**src/rtl/ep_pkg.sv**
```systemverilog
package ep_pkg;

    localparam int ACC_N  = 2;
    localparam int ACC_FL = 4;
    localparam int LVL_N  = 5;
    localparam int CODE_W = 4;
    localparam int ACC_W  = ACC_N * ACC_FL;

    localparam int P_L1   = 0;
    localparam int P_L2RE = 1;
    localparam int P_CMP  = 2;
    localparam int P_L3   = 3;
    localparam int P_L4   = 4;

    typedef enum logic [CODE_W-1:0] {
        C_NONE  = 4'd0,
        C_L1    = 4'd1,
        C_L2RE  = 4'd2,
        C_ADE   = 4'd3,
        C_TLBM  = 4'd4,
        C_PROT  = 4'd5,
        C_FWR   = 4'd6,
        C_L2CMP = 4'd7,
        C_L3    = 4'd8,
        C_L4    = 4'd9
    } cause_e;

    typedef struct packed {
        logic   hit;
        cause_e code;
        logic   acc;
        logic   slot;
    } win_t;

    localparam win_t WIN_NONE = '{hit: 1'b0, code: C_NONE, acc: 1'b0, slot: 1'b0};

    function automatic cause_e acc_cause(input logic [ACC_FL-1:0] f);
        cause_e c;
        c = C_NONE;
        for (int k = ACC_FL - 1; k >= 0; k--) begin
            if (f[k]) c = cause_e'(CODE_W'(int'(C_ADE) + k));
        end
        return c;
    endfunction

    function automatic logic is_reexec(input cause_e c);
        return (c >= C_L2RE) && (c <= C_FWR);
    endfunction

endpackage

```
**src/rtl/ep_instr_scan.sv**
```systemverilog
module ep_instr_scan
    import ep_pkg::*;
(
    input  logic [LVL_N-1:0] pend,
    input  logic             two_acc,
    input  logic [ACC_W-1:0] acc_fl,
    output win_t             grp_a,
    output logic             cmp_hit,
    output logic             l3_hit,
    output logic             l4_hit
);

    logic [ACC_N-1:0] a_hit;
    cause_e           a_code [ACC_N];

    for (genvar a = 0; a < ACC_N; a++) begin : g_acc
        logic enable;
        if (a == 0) begin : g_first
            assign enable = 1'b1;
        end else begin : g_later
            assign enable = two_acc;
        end
        assign a_hit[a]  = enable && (|acc_fl[a*ACC_FL +: ACC_FL]);
        assign a_code[a] = acc_cause(acc_fl[a*ACC_FL +: ACC_FL]);
    end

    always_comb begin
        grp_a = WIN_NONE;
        if (pend[P_L1]) begin
            grp_a.hit  = 1'b1;
            grp_a.code = C_L1;
        end else if (pend[P_L2RE]) begin
            grp_a.hit  = 1'b1;
            grp_a.code = C_L2RE;
        end else begin
            for (int a = ACC_N - 1; a >= 0; a--) begin
                if (a_hit[a]) begin
                    grp_a.hit  = 1'b1;
                    grp_a.code = a_code[a];
                    grp_a.acc  = (a != 0);
                end
            end
        end
    end

    assign cmp_hit = pend[P_CMP];
    assign l3_hit  = pend[P_L3];
    assign l4_hit  = pend[P_L4];

endmodule

```
**src/rtl/ep_merge.sv**
```systemverilog
module ep_merge
    import ep_pkg::*;
(
    input  logic fused,
    input  win_t br_a,
    input  win_t sl_a,
    input  logic br_cmp,
    input  logic sl_cmp,
    input  logic br_l3,
    input  logic sl_l3,
    input  logic br_l4,
    input  logic sl_l4,
    output win_t win
);

    logic s_cmp, s_l3, s_l4;

    assign s_cmp = fused && sl_cmp;
    assign s_l3  = fused && sl_l3;
    assign s_l4  = fused && sl_l4;

    always_comb begin
        win = WIN_NONE;
        if (br_a.hit) begin
            win      = br_a;
            win.slot = 1'b0;
        end else if (fused && sl_a.hit) begin
            win      = sl_a;
            win.slot = 1'b1;
        end else if (br_cmp || s_cmp) begin
            win.hit  = 1'b1;
            win.code = C_L2CMP;
            win.slot = !br_cmp;
        end else if (br_l3 || s_l3) begin
            win.hit  = 1'b1;
            win.code = C_L3;
            win.slot = !br_l3;
        end else if (br_l4 || s_l4) begin
            win.hit  = 1'b1;
            win.code = C_L4;
            win.slot = !br_l4;
        end
    end

endmodule

```
**src/rtl/ep_prio_resolver.sv**
```systemverilog
module ep_prio_resolver
    import ep_pkg::*;
(
    input  logic              clk,
    input  logic              rst,
    input  logic              in_vld,
    input  logic              in_fused,
    input  logic              br_two_acc,
    input  logic [LVL_N-1:0]  br_pend,
    input  logic [ACC_W-1:0]  br_acc,
    input  logic              sl_two_acc,
    input  logic [LVL_N-1:0]  sl_pend,
    input  logic [ACC_W-1:0]  sl_acc,
    output logic              out_vld,
    output logic [CODE_W-1:0] out_code,
    output logic              out_slot,
    output logic              out_acc,
    output logic              out_pr_wr_ok,
    output logic              out_pr_undef
);

    localparam int INSTR_N = 2;

    logic [LVL_N-1:0] pend_v [INSTR_N];
    logic [ACC_W-1:0] acc_v  [INSTR_N];
    logic             two_v  [INSTR_N];
    win_t             grp_v  [INSTR_N];
    logic             cmp_v  [INSTR_N];
    logic             l3_v   [INSTR_N];
    logic             l4_v   [INSTR_N];

    assign pend_v[0] = br_pend;
    assign pend_v[1] = sl_pend;
    assign acc_v[0]  = br_acc;
    assign acc_v[1]  = sl_acc;
    assign two_v[0]  = br_two_acc;
    assign two_v[1]  = sl_two_acc;

    for (genvar i = 0; i < INSTR_N; i++) begin : g_scan
        ep_instr_scan u_scan (
            .pend    (pend_v[i]),
            .two_acc (two_v[i]),
            .acc_fl  (acc_v[i]),
            .grp_a   (grp_v[i]),
            .cmp_hit (cmp_v[i]),
            .l3_hit  (l3_v[i]),
            .l4_hit  (l4_v[i])
        );
    end

    win_t win_c;

    ep_merge u_merge (
        .fused  (in_fused),
        .br_a   (grp_v[0]),
        .sl_a   (grp_v[1]),
        .br_cmp (cmp_v[0]),
        .sl_cmp (cmp_v[1]),
        .br_l3  (l3_v[0]),
        .sl_l3  (l3_v[1]),
        .br_l4  (l4_v[0]),
        .sl_l4  (l4_v[1]),
        .win    (win_c)
    );

    logic pr_block_c, pr_undef_c;

    always_comb begin
        pr_block_c = 1'b0;
        pr_undef_c = 1'b0;
        if (win_c.hit) begin
            pr_block_c = (win_c.code == C_L1) || (!win_c.slot && is_reexec(win_c.code));
            pr_undef_c = win_c.slot && is_reexec(win_c.code);
        end
    end

    always_ff @(posedge clk) begin
        if (rst || !in_vld) begin
            out_vld      <= 1'b0;
            out_code     <= C_NONE;
            out_slot     <= 1'b0;
            out_acc      <= 1'b0;
            out_pr_wr_ok <= 1'b1;
            out_pr_undef <= 1'b0;
        end else begin
            out_vld      <= win_c.hit;
            out_code     <= win_c.code;
            out_slot     <= win_c.slot;
            out_acc      <= win_c.acc;
            out_pr_wr_ok <= !pr_block_c;
            out_pr_undef <= pr_undef_c;
        end
    end

endmodule

```
**config.mk**
```make
export PLATFORM = sky130hd
export DESIGN_NAME = ep_prio_resolver
export DESIGN_NICKNAME = d
export VERILOG_FILES = /design/src/rtl/ep_pkg.sv /design/src/rtl/ep_instr_scan.sv /design/src/rtl/ep_merge.sv /design/src/rtl/ep_prio_resolver.sv
export SDC_FILE = /design/constraint.sdc
export NUM_CORES = 1
export LEC_CHECK = 0
export ABC_AREA = 1
export BUFFER_PORTS_ARGS = -buffer_cell sky130_fd_sc_hd__buf_2
export CAP_MARGIN = 5
export CORE_MARGIN = 4
export CORE_UTILIZATION = 47
export CTS_CLUSTER_SIZE = 28
export DETAILED_ROUTE_END_ITERATION = 6
export HOLD_SLACK_MARGIN = 0.12
export PLACE_DENSITY_LB_ADDON = 0.25
export SETUP_SLACK_MARGIN = 0.5
export SYNTH_ARGS = -nofsm -noshare
export SYNTH_HDL_FRONTEND = slang
export SYNTH_SLANG_ARGS = --single-unit
```
**constraint.sdc**
```tcl
create_clock -name clk -period 2.35 [get_ports clk]
set_clock_uncertainty 0.2 [all_clocks]
set_input_delay 0.47 -clock clk [delete_from_list [all_inputs] [get_ports clk]]
set_output_delay 0.47 -clock clk [all_outputs]
set_load 0.1 [all_outputs]
```
==> flow_summary.toml, run 1 <==
[pwr]
pwr_density_cell_nw_per_um2 = 400
power_leakage_uw = 0.000580
power_uw = 413
vdd_drop_max_v = 0.000173

[sta]
finalHoldViolations = 0
holdWs_ns = 0.331
period_needed_ns = 1.66
relSlewSlack_pct = 67.8
drv_slew = 0
finalSetupViolCount = 0
fmax_ghz = 0.601
setup_tns_ns = 0
finalWorstSetupSlack_ns = 0.687
rsz0062_at_grt = "no"
period_share_pct = 70.8
worst_pin_slew_ns = 0.487

[layout]
nFillCells = 143
drive_gt1_share_pct = 34.6
num_antenna_cells = 0
fin_nets = 215
fin_cells = 198
synthToLayoutAreaGrowth_pct = 31.4

[hold_path]
min_delay_path_depth = 3
hold_class = "input port to register"
worstHoldStart = "br_pend[1]"
hold_end = "out_acc"

[floorplanning]
die_w_um = 48.9
initial_core_util_pct = 51.0
rows = 14
core_um2 = 1540
die-area_um2 = 2390
die_y_um = 48.9
io_pins = 41

[route]
wl_um = 1880
drt_pass1_iterations = 4
viasPerCell = 5.14
drt_iter0_drc = 24
ant_nets = 0
route.detailed.drc = 0
wire_per_inst_um = 9.52
vias = 1017

[yosys]
synth_cells = 138
synth_nets = 170
synth.top_cells.by_area = "dfxtp_1 (23%), nand2_1 (15%), inv_1 (10%), nor2_1 (9.6%), nand3_1 (8.9%)"
yosys.area.top_type = "dfxtp_1"
synth_edf_count = 0
ys_ff_latch = 9
synth_cell_types = 21
yosysWarnings = 0
async_flop_share_pct = 0
syn_area_per_cell_um2 = 5.69
synth_top_cell_area_share_pct = 22.9
synth_top_flop_cell = "dfxtp_1"
mappedNetlistArea_um2 = 786
ys_seq_area_share_pct = 22.9

[setup_path]
cp.required_ns = 1.68
cpMaxStageDelayCell = "buf_2"
critPathKind = "register to output pin"
worstPathMaxFanout = 1
cp.arrival_ns = 0.99
critPathBufInv = 1
critical_path.top_delay_family = "buffers and inverters"
max_stage_delay_ns = 0.42
path_cells = "buf_2"
end_kind = "output pin"
start_kind = "register"

[global_routing]
grt_pass1_vias = 833
grt_max_degree = 8
grt_pass1_wl_um = 3000
overflow = 0
grtUsageTotal_pct = 15.1
antenna_found_initial = 0

[clock_tree]
cts.sinks = 9
cts_setup_buffers = 0
hold_buffers = 0
clock_path_buffers = 2
htreeDepth = 1
cts_root_buf = "clkbuf_4"
numCtsBuffers = 3
cts_resized = 0
cts_tree = "built"
clk_pin_slew_worst_paths_ns = 0.06

[run]
drv_cap = 0

[place]
place.gp.congestion = 0.813
dp_cells = 194
preCtsSetupSlack_ns = 0.454
port_buffers = 40
dp_hpwl_um = 1610

[outcome]
run_status = "completed"
[layout by cell type, fill, tap and decap left out, drive strengths merged]
| cell | synthesis | layout |
|---|---|---|
| clkinv | 1 | 1 |
| a21boi | 1 | 1 |
| buf | 0 | 40 |
| nor2 | 25 | 25 |
| nand3b | 1 | 1 |
| nor3 | 1 | 1 |
| o21ai | 5 | 5 |
| nor4 | 1 | 1 |
| nand3 | 15 | 15 |
| or2 | 2 | 2 |
| inv | 23 | 23 |
| clkbuf | 0 | 4 |
| nand2 | 39 | 39 |
| dfxtp | 9 | 9 |
| a21oi | 15 | 15 |
[worst max path at each step]
stage,start,to,cells past startpoint
6_report,out_pr_undef,out_pr_undef,1
5_1_grt,br_acc[3],out_pr_undef,12
4_1_cts,out_pr_undef,out_pr_undef,1
3_5_place_dp,sl_pend[1],out_pr_wr_ok,12
3_3_place_gp,sl_pend[1],out_pr_undef,12
2_1_floorplan,sl_pend[1],out_pr_undef,11
[logic make-up (layout without fill, tap and decap cells)]
logic type / after synthesis / after routing / synth area share, %
AOI/OAI and AO/OA: 21 / 21 / 15.1
buffers and inverters: 24 / 68 / 11.5
DFF: 9 / 9 / 22.9
and+or+nand+nor: 84 / 84 / 50.5
[synthesized netlist by cell type (2+ instances only)]
master,n
a21oi_1,13
a21oi_2,2
dfxtp_1,9
inv_1,21
inv_2,2
nand2_1,31
nand2_2,7
nand3_1,14
nor2_1,20
nor2_2,4
o21ai_0,5
[through the flow]
stage                     utilization (%)  cell area [um^2]
after floorplan                         -               786
after global placement               65.3              1010
after detailed placement             65.3              1010
after CTS                            67.0              1030
after global routing                 67.0              1030
final                                67.0              1030
[layout make-up]
type | instances | area, um^2 | share of cell area, %
Inverter | 24 | 90.1 | 8.73
Multi-Input combinational cell | 105 | 515 | 49.9
Tap cell | 16 | 20.0 | 1.94
Timing Repair Buffer | 40 | 200 | 19.4
Clock buffer | 4 | 26.3 | 2.55
Sequential cell | 9 | 180 | 17.5
[layer usage]
metal | GRT usage (%) | vias to the layer above | part of all wire [%]
met5 | 0 | - | 0
met2 | 28.3 | 32 | 52
li1 | - | 526 | -
met4 | 8.97 | 0 | 2.0
met3 | 1.83 | 5 | 5.6
met1 | 15.6 | 454 | 40
[report_power, final]
part           leakage [uW]  total (uW)  switching [uW]  internal (uW)
Clock             0.0000150         117            51.5           65.3
Combinational      0.000492         139            91.3           47.6
Sequential        0.0000734         157           0.703            156
Total              0.000580         413             144            269
[state kept, by name, summed over array words and instances, names as in the netlist]
signal        count
out_acc           1
out_code          4
out_vld           1
out_pr_undef      1
out_slot          1
out_pr_wr_ok      1
Note: power is estimated with default switching activity, not from simulation.
==> run 2, diff against run 1 <==
--- a/config.mk
+++ b/config.mk
@@ -9,7 +9,7 @@
 export BUFFER_PORTS_ARGS = -buffer_cell sky130_fd_sc_hd__buf_2
 export CAP_MARGIN = 5
 export CORE_MARGIN = 4
-export CORE_UTILIZATION = 47
+export CORE_UTILIZATION = 44
 export CTS_CLUSTER_SIZE = 28
 export DETAILED_ROUTE_END_ITERATION = 6
 export HOLD_SLACK_MARGIN = 0.12
==> constraint.sdc (replaced) <==
create_clock -name clk -period 1.6 [get_ports clk]
set_clock_uncertainty 0.2 [all_clocks]
set_input_delay 0.32 -clock clk [delete_from_list [all_inputs] [get_ports clk]]
set_output_delay 0.32 -clock clk [all_outputs]
set_load 0.1 [all_outputs]
==> run 2 against run 1 <==
The run now fails in global routing. Area after synthesis did not move. Synthesized cell count unchanged.
==> flow_summary.toml, run 2 <==
[yosys]
synth_cells = 138
async_flop_share_pct = 0
ys_seq_area_share_pct = 22.9
yosysWarnings = 0
synth_top_cells_by_count = "nand2_1 (31), inv_1 (21), nor2_1 (20), nand3_1 (14), a21oi_1 (13)"
syn_area_per_cell_um2 = 5.69
mappedNetlistArea_um2 = 786
synth_most_common_cell = "nand2_1"
synth_nets = 170
synth_top_flop_cell = "dfxtp_1"
synth_top_cell_area_share_pct = 22.9
ys_ff_latch = 9
synth_cell_types = 21
yosys.area.top_type = "dfxtp_1"
synth_edf_count = 0
synth.top_cells.by_area = "dfxtp_1 (23%), nand2_1 (15%), inv_1 (10%), nor2_1 (9.6%), nand3_1 (8.9%)"

[sta]
crit_endpoint = "out_pr_undef$_SDFF_PP0_/D"
worst_path_end_type = "register input"

[place]
port_buffers = 40
dpl-instance-area_um2 = 1240
dp_hpwl_um = 1920
place.gp.congestion = 0.835

[floorplanning]
die_y_um = 50.3
rows = 15
initial_core_util_pct = 46.0
die_w_um = 50.3
io_pins = 41

[clock_tree]
clock_path_buffers = 2
cts_root_buf = "clkbuf_4"
cts.sinks = 9
numCtsBuffers = 3
htreeDepth = 1

[outcome]
run_status = "did not finish"
haltStage = "global routing"
error = "[ERROR DPL-0038] Utilization greater than 100%, impossible to legalize"

[global_routing]
grt_max_degree = 8
[run 2: cell families after synthesis]
kind of cell | share of synthesized area, %
buffers and inverters | 11.5
and+or+nand+nor | 50.5
DFF | 22.9
AOI/OAI and AO/OA | 15.1
[run 2: repair_timing]
item                                    CTS
gates resized for setup                  53
hold buffers                              0
buffers inserted                          4
endpoints found under the setup margin   18
pin swaps                                11
[run 2: stage by stage]
step	std cells	setup TNS, ns	hold slack (ns)	setup WS [ns]
2_1_floorplan	138	0	0.299	0.0830
3_5_place_dp	227	-0.507	0.418	-0.140
4_1_cts	235	0	0.149	0.129
3_3_place_gp	227	-0.305	0.416	-0.106
==> run 3, diff against run 2 <==
--- a/config.mk
+++ b/config.mk
@@ -8,13 +8,10 @@
 export ABC_AREA = 1
 export BUFFER_PORTS_ARGS = -buffer_cell sky130_fd_sc_hd__buf_2
 export CAP_MARGIN = 5
-export CORE_MARGIN = 4
-export CORE_UTILIZATION = 44
-export CTS_CLUSTER_SIZE = 28
+export CORE_AREA = 4 4 65 67
 export DETAILED_ROUTE_END_ITERATION = 6
-export HOLD_SLACK_MARGIN = 0.12
-export PLACE_DENSITY_LB_ADDON = 0.25
-export SETUP_SLACK_MARGIN = 0.5
+export DIE_AREA = 0 0 69 71
+export PLACE_DENSITY_LB_ADDON = 0.15
 export SYNTH_ARGS = -nofsm -noshare
 export SYNTH_HDL_FRONTEND = slang
 export SYNTH_SLANG_ARGS = --single-unit
==> run 3 against run 2 <==
The flow now finishes without violations.
==> flow_summary.toml, run 3 (same netlist as run 1, synthesis figures left out) <==
[outcome]
run_status = "completed"

[setup_path]
cpMostUsedCell = "nand2_2"
worstPathMaxFanout = 5
cp.arrival_ns = 1.44
critPathBufInv = 1
end_kind = "register"
max_stage_delay_ns = 0.26
cpMaxStageDelayCell = "or2_4"
critPathKind = "input port to register"
start_kind = "input port"
path_cells = "buf_2, or2_4, nor2_4, nand2_2, nand2_4, nand2_2, nand3_2, nand2_2, nor2_2, nand3_1, nand2_1, nand2_1"
cp.required_ns = 1.52
critical_path.top_delay_family = "simple AND/OR/NAND/NOR gates"

[sta]
period_needed_ns = 1.52
fmax_ghz = 0.658
worst_pin_slew_ns = 0.492
holdWs_ns = 0.255
finalHoldViolations = 0
drv_slew = 0
finalSetupViolCount = 0
period_share_pct = 95.0
relSlewSlack_pct = 67.4

[pwr]
vdd_drop_max_v = 0.000159
power_leakage_uw = 0.000707
pwr_density_cell_nw_per_um2 = 567

[layout]
largest_reg_flops = 4
drive_gt1_share_pct = 44.0
nFillCells = 416
fin_cells = 255
num_antenna_cells = 0
synthToLayoutAreaGrowth_pct = 64.6
fin_nets = 240
layout_common_cells = "buf_2 (40), nand2_1 (30), buf_4 (25), inv_1 (21), nor2_1 (19)"
final_common_cell = "buf_2"
regMostFlops = "out_code"

[run]
drv_cap = 0

[clock_tree]
clk_pin_slew_worst_paths_ns = 0.04
cts_tree = "built"
clock_path_buffers = 2
cts_root_buf = "clkbuf_8"
htreeDepth = 1
cts_setup_buffers = 0
cts.sinks = 9
numCtsBuffers = 3

[place]
dp_cells = 251
dp_hpwl_um = 2010
place.gp.congestion = 0.773
port_buffers = 40

[hold_path]
hold_class = "input port to register"

[global_routing]
grt_max_degree = 8
grt_pass1_wl_um = 3950
grtUsageTotal_pct = 9.25
antenna_found_initial = 0
grt_pass1_vias = 1048
overflow = 0

[floorplanning]
io_pins = 41
die_y_um = 71
initial_core_util_pct = 21.6
die_w_um = 69
rows = 22
die-area_um2 = 4900
core_um2 = 3630

[route]
viasPerCell = 4.09
vias = 1044
drt_pass1_iterations = 4
ant_nets = 0
route.detailed.drc = 0
wire_per_inst_um = 8.93
drt_iter0_drc = 31
wl_um = 2280
[run 3: power breakdown]
part           internal, uW  switching (uW)  leakage [uW]
clock network           173            79.8     0.0000228
registers               231            1.04     0.0000734
logic                   103             146      0.000611
[run 3: metal layers]
layer | up-vias | global-route usage [%] | wire length (um)
li1 | 570 | - | -
met1 | 444 | 10.1 | 938
met2 | 26 | 17.2 | 1180
met3 | 4 | 2.41 | 133
met4 | 0 | 3.25 | 26
met5 | - | 0 | 0
[run 3: worst paths after layout]
path | from | end | cells after the start
max | sl_pend[1] | out_pr_wr_ok | 12
min | br_pend[2] | out_pr_undef | 4
[run 3: cell type report]
cell class                 instances  area, um^2  share of cell area, %
clock buffer                       4        45.0                   3.48
inverter                          24        90.1                   6.96
timing repair buffer              65         388                   30.0
sequential                         9         180                   13.9
tap                               48        60.1                   4.64
multi-input combinational        105         531                   41.0
[run 3: repair_timing]
action                     CTS  global route
hold buffers                 0             0
setup endpoints to repair    0             2
resized for setup            0             4
[run 3: through the flow]
stage	total power (uW)	instance area (um^2)	TNS, ns	util (%)	setup slack [ns]
after floorplan	367	786	0	-	0.0486
after global placement	477	1230	-0.487	34.0	-0.161
after detailed placement	482	1230	-0.631	34.0	-0.184
after CTS	740	1280	0	35.2	0.0560
after global routing	786	1290	-0.00519	35.6	-0.00519
final	733	1290	0	35.6	0.0792
